<file path="config.mk">
export PLATFORM = sky130hd
export DESIGN_NAME = sbox_guard
export DESIGN_NICKNAME = d
export VERILOG_FILES = /design/src/rtl/sbox_guard_pkg.sv /design/src/rtl/sbox_guard_par.sv /design/src/rtl/sbox_guard_rom.sv /design/src/rtl/sbox_guard.sv
export SDC_FILE = /design/constraint.sdc
export NUM_CORES = 1
export LEC_CHECK = 0
export BUFFER_PORTS_ARGS = -buffer_cell sky130_fd_sc_hd__buf_2
export CAP_MARGIN = 10
export CORE_MARGIN = 1
export CORE_UTILIZATION = 30
export CTS_CLUSTER_SIZE = 14
export DETAILED_ROUTE_END_ITERATION = 7
export PLACE_DENSITY = 0.47
export SETUP_SLACK_MARGIN = 0.4
export SLEW_MARGIN = 20
export SYNTH_ARGS = -nofsm -noshare
export SYNTH_HDL_FRONTEND = slang
export SYNTH_HIERARCHICAL = 1
export SYNTH_SLANG_ARGS = --single-unit
</file>
<file path="constraint.sdc">
create_clock -name clk -period 9.1 [get_ports clk]
set_input_delay 2.73 -clock clk [delete_from_list [all_inputs] [get_ports clk]]
set_output_delay 2.73 -clock clk [all_outputs]
set_load 0.02 [all_outputs]
</file>
<file path="src/rtl/sbox_guard_pkg.sv">
package sbox_guard_pkg;
  localparam int DW    = 8;
  localparam int PW    = DW + 1;
  localparam int DEPTH = 1 << DW;
  localparam logic [DW-1:0] AFF_C = 8'h63;

  function automatic logic [DW-1:0] gf_mul(input logic [DW-1:0] a_in, input logic [DW-1:0] b);
    logic [DW-1:0] a;
    logic [DW-1:0] p;
    a = a_in;
    p = '0;
    for (int i = 0; i < DW; i++) begin
      if (b[i]) p = p ^ a;
      a = {a[DW-2:0], 1'b0} ^ (a[DW-1] ? 8'h1B : 8'h00);
    end
    return p;
  endfunction

  // x^254 by repeated squaring; zero stays zero
  function automatic logic [DW-1:0] gf_inv(input logic [DW-1:0] x);
    logic [DW-1:0] sq;
    logic [DW-1:0] r;
    sq = x;
    r  = 8'h01;
    for (int k = 1; k < DW; k++) begin
      sq = gf_mul(sq, sq);
      r  = gf_mul(r, sq);
    end
    return r;
  endfunction

  function automatic logic [DW-1:0] subst(input logic [DW-1:0] x);
    logic [DW-1:0] b;
    logic [DW-1:0] s;
    b = gf_inv(x);
    for (int i = 0; i < DW; i++)
      s[i] = b[i] ^ b[(i+4)%DW] ^ b[(i+5)%DW] ^ b[(i+6)%DW] ^ b[(i+7)%DW] ^ AFF_C[i];
    return s;
  endfunction

  function automatic logic [PW-1:0] table_entry(input logic [DW-1:0] x);
    logic [DW-1:0] s;
    s = subst(x);
    return {^s, s};
  endfunction
endpackage

</file>
<file path="src/rtl/sbox_guard_par.sv">
module sbox_guard_par #(
  parameter int W = 9
) (
  input  logic [W-1:0] word,
  output logic         odd
);
  // XOR tree over all bits; high means the even-parity rule is broken
  assign odd = ^word;
endmodule

</file>
<file path="src/rtl/sbox_guard_rom.sv">
module sbox_guard_rom
  import sbox_guard_pkg::*;
#(
  parameter int AW = DW,
  parameter int EW = PW
) (
  input  logic          clk,
  input  logic [AW-1:0] addr,
  output logic [EW-1:0] q
);
  localparam int N = 1 << AW;

  logic [EW-1:0] mem [N];

  initial begin
    for (int i = 0; i < N; i++)
      mem[i] = table_entry(DW'(i));
  end

  always_ff @(posedge clk) begin
    q <= mem[addr];
  end
endmodule

</file>
<file path="src/rtl/sbox_guard.sv">
module sbox_guard
  import sbox_guard_pkg::*;
#(
  parameter logic [PW-1:0] ERR_WORD = 9'h001
) (
  input  logic          clk,
  input  logic          rst,
  input  logic          in_valid,
  input  logic [PW-1:0] in_word,
  output logic          out_valid,
  output logic [PW-1:0] out_word,
  output logic          err
);
  logic          in_bad;
  logic          s1_valid;
  logic          s1_bad;
  logic [PW-1:0] rom_q;
  logic          rom_bad;

  sbox_guard_par #(.W(PW)) u_in_chk (
    .word (in_word),
    .odd  (in_bad)
  );

  sbox_guard_rom #(.AW(DW), .EW(PW)) u_rom (
    .clk  (clk),
    .addr (in_word[DW-1:0]),
    .q    (rom_q)
  );

  always_ff @(posedge clk) begin
    if (rst) begin
      s1_valid <= 1'b0;
      s1_bad   <= 1'b0;
    end else begin
      s1_valid <= in_valid;
      s1_bad   <= in_bad;
    end
  end

  sbox_guard_par #(.W(PW)) u_out_chk (
    .word (rom_q),
    .odd  (rom_bad)
  );

  always_ff @(posedge clk) begin
    if (rst) begin
      out_valid <= 1'b0;
      out_word  <= '0;
      err       <= 1'b0;
    end else begin
      out_valid <= s1_valid;
      if (s1_valid) begin
        if (s1_bad || rom_bad) begin
          out_word <= ERR_WORD;
          err      <= 1'b1;
        end else begin
          out_word <= rom_q;
          err      <= 1'b0;
        end
      end
    end
  end
endmodule

</file>
==> metrics.txt <==
outcome=complete, but fails checks; violated checks=DRC; port bufs=22; DRT iter0 DRCs=923; final hold viol count=0; # fillers=1622; setup total negative slack=0 ps; Die W=125.0 um; Min-Delay Path Class=reg -> reg; via count=5725; asr flop ratio synth=0; Syn Inst Count=661; crit end category=flip-flop; Synth Area in Simple Gates=0.2825; Max Slew Vio Count=0; clk slew on worst S/H paths=60 ps; hold_buf cts=0; largest net degree at the start of global routing=87; Worst EP required=9240 ps; Global Route Usage Sum=0.2780; H-tree levels=1; Layout area overhead=0.8269%; post-synthesis mux area share=0.04272; top cells by area, synth=dfxtp_1, a21oi_1, o21ai_0; Slew HR=0.3985; Post-Synth Adder-Cell Area=0.04135; Max Fclk=161.2 MHz; Seq/Total Area, Yosys=0.09702; detailed-route DRC error count=10; dpl cells=796; Unique masters post-synth=81; cell area after synthesis=4539 um^2; layout cell share with drive strength beyond 1=0.09253; CP Data Arrival Time=6340 ps; # setup viols final=0; total die area=15630 um^2; min Tclk post-route=6204 ps; actual slew at the worst max-slew pin=902.3 ps; CTS tree=yes; syn_area_per_cell=6.867 um^2; period utilization=0.6817; Synth Area in XOR/XNOR=0.03638; power density over the cells=121.0 nW/um^2; Antenna Cells=0; Clock Path Buffers=2; post-synth top area share=0.09702; # nets final=644; Compound-Gate Fraction of Synth Area=0.3917; drt pass-1 iters=8; critical-path maximum fanout=35; grt total ovfl=0; max-cap violations=0; postcts setup bufs=0; Die Span Y=125.0 um; Static Leak=1.580 nW; Yosys reg bits=22; TritonCTS Buffers=3; commonest non-fill, non-tap cell in the layout=a21oi_1; Finished Layout Cells=800; Avg WL per Cell=28.19 um; clk_lat worst skew=270 ps; Clock Sink Count=22; warnings from Yosys=6; antenna-violating nets left=0; antenna violations before repair=0; crit path kind=in -> reg; CTS root buf=clkbuf_16; Yosys top cell by area=dfxtp_1; Initial Utilization=0.3100; Via density=7.156; commonest cells after routing, fill and taps aside=a21oi_1, o21ai_0, nor2_1; first-pass GRT wire length=33.50 mm; number of synthesized flops with an enable pin=0; Post-CTS Resized=0; # IOs=23; Worst setup SP type=input pin; core area=14640 um^2; largest family of logic cells by synthesized area=compound AO/OA/AOI/OAI gates; Main synth FF type=dfxtp_1; row cnt=44; Setup Skew=13.18 ps; RSZ-0062 raised after global routing=false; Final GP Congestion=1.035; Total Wirelength=22.55 mm; Detail Placement HPWL=15.16 mm; syn_nets=688; vias in the first global route=5284; Worst IR Drop VDD=59.18 uV
[state kept, by name (all words and copies together) (netlist names)]
name / count
err: 1
out_valid: 1
out_word: 9
s1_bad: 1
s1_valid: 1
u_rom/q: 9
[cell usage after synthesis, types with 6 or more instances]
library cell	number
a211oi_1	11
a21oi_1	64
a311oi_1	6
a31oi_1	24
a32oi_1	6
and2_1	6
and3_1	6
buf_2	39
buf_6	12
clkbuf_1	21
dfxtp_1	22
ha_1	15
inv_1	7
mux2i_1	7
nand2_1	44
nand2b_1	26
nand3_1	30
nand4bb_1	8
nor2_1	50
nor2b_1	18
nor3_1	27
o211ai_1	11
o21ai_0	51
o221ai_1	7
o22ai_1	8
o311ai_0	10
o31ai_1	8
xnor2_1	8
[cells by family after synthesis]
| group | Yosys count |
|---|---|
| buffers and inverters | 89 |
| AO/OA/AOI/OAI | 264 |
| AND/OR/NAND/NOR | 244 |
| adder cells (fa/ha/maj) | 15 |
| XOR/XNOR | 14 |
| flip-flops | 22 |
| multiplexers | 13 |
[routing by layer]
layer | share of wire | wire [um] | GRT usage | vias to the layer above
met5 | 0 | 0 | 0 | -
met4 | 0.050 | 1137 | 0.1119 | 0
met3 | 0.14 | 3233 | 0.06119 | 100
met2 | 0.42 | 9474 | 0.4295 | 556
met1 | 0.39 | 8703 | 0.3737 | 2646
li1 | - | - | - | 2423
[stage by stage]
| step | setup WS (ps) | area [um^2] | utilization | hold slack, ps | power (mW) |
|---|---|---|---|---|---|
| detailed placement | 2722 | 4488 | 0.3065 | 458.6 | 0.4328 |
| global placement | 2890 | 4488 | 0.3065 | 455.4 | 0.4340 |
| floorplan | 4372 | 4539 | - | 481.7 | 0.3519 |
| global route | 2710 | 4577 | 0.3125 | 505.0 | 0.5744 |
| finish | 2896 | 4577 | 0.3125 | 467.3 | 0.5537 |
| CTS | 2983 | 4577 | 0.3125 | 469.5 | 0.5427 |
[critical path: stages]
cell      delay (ps)
buf_2            530
clkinv_1         570
ha_1             900
nand2_1          560
nand3_1          230
o21ai_0          100
mux4_2           490
nand3_1          120
nand4_1           90
[final cells by class]
type | instances | area (um^2) | share of cell area
clock buffer | 4 | 88.84 | 0.01941
inverter | 10 | 37.54 | 0.008201
multi-input combinational | 550 | 3607 | 0.7881
sequential | 22 | 440.4 | 0.09623
tap | 184 | 230.2 | 0.05030
timing repair buffer | 30 | 172.7 | 0.03773
[power by group]
part	internal (mW)	total (mW)	switching (mW)
logic	0.119	0.321	0.202
clock network	0.0674	0.109	0.0417
registers	0.110	0.124	0.0136
[path summary, 6_finish.rpt]
kind	slack, ps	cells after the start	endpoint	start
min	470	2	out_word[5]	out_word[5]
min reg2reg	470	2	out_word[5]	out_word[5]
max reg2reg	7120	5	err	u_rom/q[4]
max	2900	9	u_rom/q[1]	in_word[1]
Power figures use the tool's default switching activity.
